$ cat src/rtl/timer_pkg.sv
package timer_pkg;
  localparam int DATA_W = 32;

  typedef enum logic [1:0] {
    ADDR_CTRL = 2'd0,
    ADDR_CNT  = 2'd1,
    ADDR_NEXT = 2'd2,
    ADDR_NONE = 2'd3
  } reg_addr_e;

  localparam int BIT_ERR  = DATA_W - 1;
  localparam int BIT_DONE = 7;
  localparam int BIT_IE   = 6;
  localparam int BIT_SGL  = 5;
  localparam int BIT_XFR  = 4;
  localparam int BIT_RUN  = 0;

  typedef struct packed {
    logic clr_err;
    logic clr_done;
    logic ie;
    logic sgl;
    logic xfr;
    logic run;
  } ctrl_cmd_t;
endpackage

$ cat src/rtl/timer_regbus.sv
module timer_regbus
  import timer_pkg::*;
#(
  parameter int W = DATA_W
) (
  input  logic         clk,
  input  logic         rst_n,
  input  logic         wr_en,
  input  logic [1:0]   wr_addr,
  input  logic [W-1:0] wr_data,
  input  logic [1:0]   rd_addr,
  input  logic         st_err,
  input  logic         st_done,
  input  logic         st_ie,
  input  logic         st_run,
  input  logic [W-1:0] cnt,
  output logic [W-1:0] rd_data,
  output logic [W-1:0] nicr,
  output logic         ctrl_wr,
  output ctrl_cmd_t    cmd
);
  localparam logic [W-1:0] RD_MASK =
    (W'(1) << BIT_ERR) | (W'(1) << BIT_DONE) | (W'(1) << BIT_IE) | (W'(1) << BIT_RUN);

  logic         nicr_we;
  logic [W-1:0] ctrl_rd;

  assign ctrl_wr = wr_en && (wr_addr == ADDR_CTRL);
  assign nicr_we = wr_en && (wr_addr == ADDR_NEXT);

  always_comb begin
    cmd.clr_err  = wr_data[BIT_ERR];
    cmd.clr_done = wr_data[BIT_DONE];
    cmd.ie       = wr_data[BIT_IE];
    cmd.sgl      = wr_data[BIT_SGL];
    cmd.xfr      = wr_data[BIT_XFR];
    cmd.run      = wr_data[BIT_RUN];
  end

  always_ff @(posedge clk or negedge rst_n) begin
    if (!rst_n) begin
      nicr <= '0;
    end else if (nicr_we) begin
      nicr <= wr_data;
    end
  end

  always_comb begin
    ctrl_rd           = '0;
    ctrl_rd[BIT_ERR]  = st_err;
    ctrl_rd[BIT_DONE] = st_done;
    ctrl_rd[BIT_IE]   = st_ie;
    ctrl_rd[BIT_RUN]  = st_run;
    unique case (rd_addr)
      ADDR_CTRL: rd_data = ctrl_rd;
      ADDR_CNT:  rd_data = cnt;
      ADDR_NEXT: rd_data = nicr;
      default:   rd_data = '0;
    endcase
  end

  AST_CTRL_RD_MASK: assert property (@(posedge clk) disable iff (!rst_n)
    (rd_addr == ADDR_CTRL) |-> ((rd_data & ~RD_MASK) == '0));

  AST_NEXT_HOLD: assert property (@(posedge clk) disable iff (!rst_n)
    !nicr_we |=> $stable(nicr));
endmodule

$ cat src/rtl/timer_counter.sv
module timer_counter
  import timer_pkg::*;
#(
  parameter int W = DATA_W
) (
  input  logic         clk,
  input  logic         rst_n,
  input  logic         tick_en,
  input  logic         run,
  input  logic         ctrl_wr,
  input  ctrl_cmd_t    cmd,
  input  logic [W-1:0] nicr,
  output logic [W-1:0] cnt,
  output logic         ovf
);
  localparam logic [W-1:0] CNT_MAX = '1;

  logic [W-1:0] cnt_n;
  logic [W-1:0] base;
  logic         cnt_en;

  // A control write owns the counter for its cycle; a coincident tick is dropped.
  always_comb begin
    cnt_n  = cnt;
    ovf    = 1'b0;
    base   = cmd.xfr ? nicr : cnt;
    cnt_en = ctrl_wr || (run && tick_en);
    if (ctrl_wr) begin
      cnt_n = base;
      if (!cmd.run && cmd.sgl) begin
        if (base == CNT_MAX) begin
          cnt_n = nicr;
          ovf   = 1'b1;
        end else begin
          cnt_n = base + 1'b1;
        end
      end
    end else if (run && tick_en) begin
      if (cnt == CNT_MAX) begin
        cnt_n = nicr;
        ovf   = 1'b1;
      end else begin
        cnt_n = cnt + 1'b1;
      end
    end
  end

  always_ff @(posedge clk or negedge rst_n) begin
    if (!rst_n) begin
      cnt <= '0;
    end else if (cnt_en) begin
      cnt <= cnt_n;
    end
  end

  AST_CNT_STEP: assert property (@(posedge clk) disable iff (!rst_n)
    (run && tick_en && !ctrl_wr && cnt != CNT_MAX) |=> (cnt == $past(cnt) + 1'b1));

  AST_WRAP_RELOAD: assert property (@(posedge clk) disable iff (!rst_n)
    (run && tick_en && !ctrl_wr && cnt == CNT_MAX) |=> (cnt == $past(nicr)));

  AST_XFR_COPY: assert property (@(posedge clk) disable iff (!rst_n)
    (ctrl_wr && cmd.xfr && !(cmd.sgl && !cmd.run)) |=> (cnt == $past(nicr)));

  AST_STOPPED_HOLD: assert property (@(posedge clk) disable iff (!rst_n)
    (!ctrl_wr && !run) |=> $stable(cnt));
endmodule

$ cat src/rtl/timer_ctrl.sv
module timer_ctrl
  import timer_pkg::*;
(
  input  logic      clk,
  input  logic      rst_n,
  input  logic      ctrl_wr,
  input  ctrl_cmd_t cmd,
  input  logic      ovf,
  output logic      err,
  output logic      done,
  output logic      ie,
  output logic      run,
  output logic      irq
);
  logic err_n, done_n, ie_n, run_n, irq_n;
  logic err_c, done_c;

  // Acknowledge clears come first, then the wrap event sees the cleared flags.
  always_comb begin
    err_c  = err  & ~(ctrl_wr & cmd.clr_err);
    done_c = done & ~(ctrl_wr & cmd.clr_done);
    ie_n   = ctrl_wr ? cmd.ie  : ie;
    run_n  = ctrl_wr ? cmd.run : run;
    err_n  = err_c;
    done_n = done_c;
    irq_n  = irq;
    if (ovf) begin
      if (done_c) begin
        err_n = 1'b1;
      end else begin
        done_n = 1'b1;
      end
      irq_n = ie_n;
    end
    if (ctrl_wr && !(done_n && ie_n)) begin
      irq_n = 1'b0;
    end
  end

  always_ff @(posedge clk or negedge rst_n) begin
    if (!rst_n) begin
      err  <= 1'b0;
      done <= 1'b0;
      ie   <= 1'b0;
      run  <= 1'b0;
      irq  <= 1'b0;
    end else begin
      err  <= err_n;
      done <= done_n;
      ie   <= ie_n;
      run  <= run_n;
      irq  <= irq_n;
    end
  end

  AST_ERR_ESCALATE: assert property (@(posedge clk) disable iff (!rst_n)
    (ovf && done && !(ctrl_wr && cmd.clr_done)) |=> err);

  AST_DONE_ON_WRAP: assert property (@(posedge clk) disable iff (!rst_n)
    ovf |=> done);

  AST_IRQ_AFTER_WRITE: assert property (@(posedge clk) disable iff (!rst_n)
    ctrl_wr |=> (!irq || (done && ie)));

  AST_IRQ_NEEDS_WRAP: assert property (@(posedge clk) disable iff (!rst_n)
    $rose(irq) |-> $past(ovf));
endmodule

$ cat src/rtl/interval_timer.sv
module interval_timer
  import timer_pkg::*;
#(
  parameter int W = DATA_W
) (
  input  logic         clk,
  input  logic         rst_n,
  input  logic         tick_en,
  input  logic         wr_en,
  input  logic [1:0]   wr_addr,
  input  logic [W-1:0] wr_data,
  input  logic [1:0]   rd_addr,
  output logic [W-1:0] rd_data,
  output logic         irq
);
  localparam int SYNC_STAGES = 2;

  logic [SYNC_STAGES-1:0] rst_sync;
  logic                   rst_int_n;
  logic                   ctrl_wr, ovf;
  logic                   st_err, st_done, st_ie, st_run;
  logic [W-1:0]           cnt, nicr;
  ctrl_cmd_t              cmd;

  always_ff @(posedge clk or negedge rst_n) begin
    if (!rst_n) begin
      rst_sync <= '0;
    end else begin
      rst_sync <= {rst_sync[SYNC_STAGES-2:0], 1'b1};
    end
  end
  assign rst_int_n = rst_sync[SYNC_STAGES-1];

  timer_regbus #(.W(W)) u_regbus (
    .clk     (clk),
    .rst_n   (rst_int_n),
    .wr_en   (wr_en),
    .wr_addr (wr_addr),
    .wr_data (wr_data),
    .rd_addr (rd_addr),
    .st_err  (st_err),
    .st_done (st_done),
    .st_ie   (st_ie),
    .st_run  (st_run),
    .cnt     (cnt),
    .rd_data (rd_data),
    .nicr    (nicr),
    .ctrl_wr (ctrl_wr),
    .cmd     (cmd)
  );

  timer_counter #(.W(W)) u_counter (
    .clk     (clk),
    .rst_n   (rst_int_n),
    .tick_en (tick_en),
    .run     (st_run),
    .ctrl_wr (ctrl_wr),
    .cmd     (cmd),
    .nicr    (nicr),
    .cnt     (cnt),
    .ovf     (ovf)
  );

  timer_ctrl u_ctrl (
    .clk     (clk),
    .rst_n   (rst_int_n),
    .ctrl_wr (ctrl_wr),
    .cmd     (cmd),
    .ovf     (ovf),
    .err     (st_err),
    .done    (st_done),
    .ie      (st_ie),
    .run     (st_run),
    .irq     (irq)
  );
endmodule

$ cat config.mk
export PLATFORM = sky130hd
export DESIGN_NAME = interval_timer
export DESIGN_NICKNAME = d
export VERILOG_FILES = /design/src/rtl/timer_pkg.sv /design/src/rtl/timer_regbus.sv /design/src/rtl/timer_counter.sv /design/src/rtl/timer_ctrl.sv /design/src/rtl/interval_timer.sv
export SDC_FILE = /design/constraint.sdc
export NUM_CORES = 1
export LEC_CHECK = 0
export BUFFER_PORTS_ARGS = -buffer_cell sky130_fd_sc_hd__buf_2
export CAP_MARGIN = 20
export CORE_AREA = 2 2 130 132
export CTS_BUF_LIST = sky130_fd_sc_hd__clkbuf_4 sky130_fd_sc_hd__clkbuf_8
export DETAILED_ROUTE_END_ITERATION = 16
export DIE_AREA = 0 0 132 134
export PLACE_DENSITY = 0.6
export RECOVER_POWER = 50
export SYNTH_ARGS = -nofsm -noshare
export SYNTH_HDL_FRONTEND = slang
export SYNTH_HIERARCHICAL = 1
export SYNTH_SLANG_ARGS = --single-unit
$ cat constraint.sdc
create_clock -name clk -period 2.3 [get_ports clk]
set_clock_uncertainty 0.1 [all_clocks]
set_input_delay 0 -clock clk [delete_from_list [all_inputs] [get_ports clk]]
set_output_delay 0 -clock clk [all_outputs]
set_load 0.01 [all_outputs]
==> impl_metrics.env <==
export IMPL_dr_pass1_iters=6
export IMPL_ant_nets=0
export IMPL_yosys_warnings=6
export IMPL_grt_pass1_vias=7569
export IMPL_hpwl_um=18400
export IMPL_gp_congestion=0.980
export IMPL_arrival_ns=2.75
export IMPL_worst_path_max_fanout=6
export IMPL_port_buffers=72
export IMPL_die_area_um2=17700
export IMPL_power_mw=5.81
export IMPL_p_clk_frac=0.222
export IMPL_clk_latency_ns=0.39
export IMPL_max_slew_margin_rel=-0.0264
export IMPL_grt_max_degree=39
export IMPL_worstReg2RegStart="u_counter/cnt[0]"
export IMPL_grt_antenna_before_repair=0
export IMPL_synth_cells=782
export IMPL_synth_nets=824
export IMPL_start_kind="flip-flop"
export IMPL_synth_edf_count=0
export IMPL_n_antenna_cell=0
export IMPL_setup_viol=35
export IMPL_ys_ff_latch=71
export IMPL_syn_area_um2=6390
export IMPL_grt_pass1_wl_um=40900
export IMPL_status="finished with violations"
export IMPL_start_util=0.393
export IMPL_clockBufferDepth=2
export IMPL_crit_path_end_kind="flip-flop"
export IMPL_die_h_um=134
export IMPL_path_clk_slew_ns=0.09
export IMPL_worst_slack_ns=-0.253
export IMPL_hold_start="wr_addr[0]"
export IMPL_grt_setup_unrepaired="true"
export IMPL_async_flop_share=1.00
export IMPL_period_needed_ns=2.55
export IMPL_tritoncts="yes"
export IMPL_mostFrequentLayoutCells="buf_4, buf_2, dfrtp_1, nand2_1, a21oi_1"
export IMPL_final_design_area_no_fill_um2=9400
export IMPL_crit_path_start="u_counter/cnt[0]"
export IMPL_holdCritPathClass="input port to flip-flop"
export IMPL_p_per_area_nw_per_um2=618
export IMPL_io_pins=73
export IMPL_drc=0
export IMPL_dpl_cell_area_um2=8390
export IMPL_avgViaCountPerCell=6.12
export IMPL_syn2layout_area_growth_pct=47.0
export IMPL_wl_per_cell_um=20.5
export IMPL_post_route_period_util=1.11
export IMPL_max_freq_ghz=0.392
export IMPL_coreArea_um2=16300
export IMPL_overflow=0
export IMPL_clkSinkCount=71
export IMPL_fin_util=0.577
export IMPL_cts_htree_levels=3
export IMPL_yosysUniqueCellTypes=77
export IMPL_cts_buffers=9
export IMPL_power_frac_seq=0.309
export IMPL_finalHoldViolCount=0
export IMPL_violations="max-capacitance violations, max-slew violations, negative setup slack"
export IMPL_worst_hold_slack_ns=0.0767
export IMPL_power_frac_comb=0.468
export IMPL_vias=7803
export IMPL_synth_ff_type="dfrtp_1"
export IMPL_power_internal_mw=3.55
export IMPL_required_ns=2.50
export IMPL_final_max_slew_viol_count=37
export IMPL_track_usage=0.293
export IMPL_drive_gt1_frac=0.394
export IMPL_maxCapViolCount=1
export IMPL_power_leakage_nw=3.97
export IMPL_die_w_um=132
export IMPL_mostFrequentLayoutCell="buf_4"
export IMPL_num_rows=47
export IMPL_peakVddDrop_uv=475
export IMPL_tightest_slew_ns=1.54
export IMPL_nNetsFinal=1093
export IMPL_drt_wl_total_um=26200
export IMPL_cts_root_buf="clkbuf_8"
export IMPL_path_class="flip-flop to flip-flop"
export IMPL_power_switching_mw=2.25
export IMPL_first_iter_violations=900
export IMPL_p_sw_frac=0.388
export IMPL_ys_seq_area_frac=0.278
export IMPL_synth_avg_cell_area_um2=8.18
## final cells by class
cell class | count | area (µm²)
inverters | 11 | 41.3
multi-input cells | 621 | 4600
flip-flops and latches | 71 | 1780
clock inverters | 6 | 109
well taps | 220 | 275
fillers | 1511 | 6890
repair buffers | 337 | 2470
clock buffers | 10 | 131
## power groups by stage
stage / registers, mW / clock network [mW] / logic (mW)
final: 1.80 / 1.29 / 2.72
after floorplan: 1.86 / 0 / 1.30
after CTS: 1.79 / 1.31 / 2.64
after global routing: 1.84 / 1.36 / 2.93
after detailed placement: 1.81 / 0 / 2.54
after global placement: 1.81 / 0 / 2.53
## worst max-delay path, cell delays in order, from the launching register on
cell and delay, ns:
dfrtp_1 0.39, mux2i_2 0.10, inv_2 0.08, ha_4 0.13, nand4b_1 0.14, a22o_1 0.30
buf_4 0.17, and4bb_2 0.33, nand2_2 0.08, nor2_2 0.11, mux2_2 0.35, o31ai_2 0.19
## synthesized netlist by cell type (3+ instances only)
cell,instances,area share
o32ai_1,4,0.0055
nand2_1,70,0.041
o2111ai_1,3,0.0041
nand4b_1,9,0.012
a21oi_1,46,0.036
o22ai_1,8,0.0078
o211ai_1,7,0.0082
and4_1,6,0.0082
mux2i_1,22,0.034
xor2_1,3,0.0041
and3_1,7,0.0068
a221oi_1,3,0.0041
a41oi_1,8,0.011
buf_1,3,0.0018
o31ai_1,6,0.0070
nand3b_1,11,0.013
nand4_1,27,0.026
a21o_1,7,0.0082
a22oi_1,8,0.0094
nor2b_1,7,0.0068
nor2_1,40,0.023
o221ai_1,5,0.0068
nor3_1,26,0.020
a222oi_1,3,0.0047
a211oi_1,11,0.013
inv_1,10,0.0059
buf_4,9,0.011
and2_1,8,0.0078
buf_6,11,0.019
nand3_1,42,0.033
o21ai_0,53,0.041
a22o_1,34,0.047
nand2b_1,3,0.0029
a31o_2,6,0.0082
o2bb2ai_1,5,0.0068
mux2_2,40,0.070
dfrtp_1,71,0.28
nor4_1,10,0.0098
clkbuf_1,38,0.022
buf_2,17,0.013
a31oi_1,21,0.021
a211o_1,5,0.0068
## sequential cells by signal (all words and copies together), names as in the netlist
register and cells:
rst_sync 2, u_counter/cnt 32, u_ctrl/done 1, u_ctrl/err 1, u_ctrl/ie 1, u_ctrl/irq 1
u_ctrl/run 1, u_regbus/nicr 32
## layer usage
layer	wire length, µm	share of wire	global-route usage
met5	0	0	0
met4	959	0.037	0.138
met3	2020	0.077	0.0355
met2	12500	0.48	0.490
met1	10600	0.41	0.379
## timing repair
item | CTS | global route
gates resized for setup | 47 | 67
hold buffers | 33 | 0
pin swaps | 18 | 32
endpoints found under the hold margin | 38 | 0
cloned | 0 | 0
setup buffers | 3 | 9
endpoints found under the setup margin | 35 | 35
## path summary, 6_finish.rpt
kind,endpoint,slack [ns],cells past startpoint
max in group asynchronous,u_regbus/nicr[20],0.27,1
hold / removal,u_counter/cnt[31],0.08,4
min in group asynchronous,rst_sync[0],0.36,3
hold reg to reg,rst_sync[1],0.26,0
setup reg to reg,u_counter/cnt[24],-0.25,11
setup / recovery,u_counter/cnt[24],-0.25,11
## through the flow
stage                     std cells  setup TNS (ns)  setup slack, ns
final                          1276           -5.01           -0.253
after global routing           1276          -12.32           -0.338
after CTS                      1267           -5.69           -0.219
after detailed placement       1215           -8.61           -0.382
after global placement         1215           -9.80           -0.389
after floorplan                 782          -15.49           -0.569
## kinds of logic after synthesis
family / synth area share
flops: 0.278
other cells: 0.000586
simple gates: 0.239
buf+inv: 0.0745
xor+xnor: 0.00685
mux: 0.108
compound gates: 0.289
fa+ha+maj: 0.00391
(Power assumes the default switching activity.)
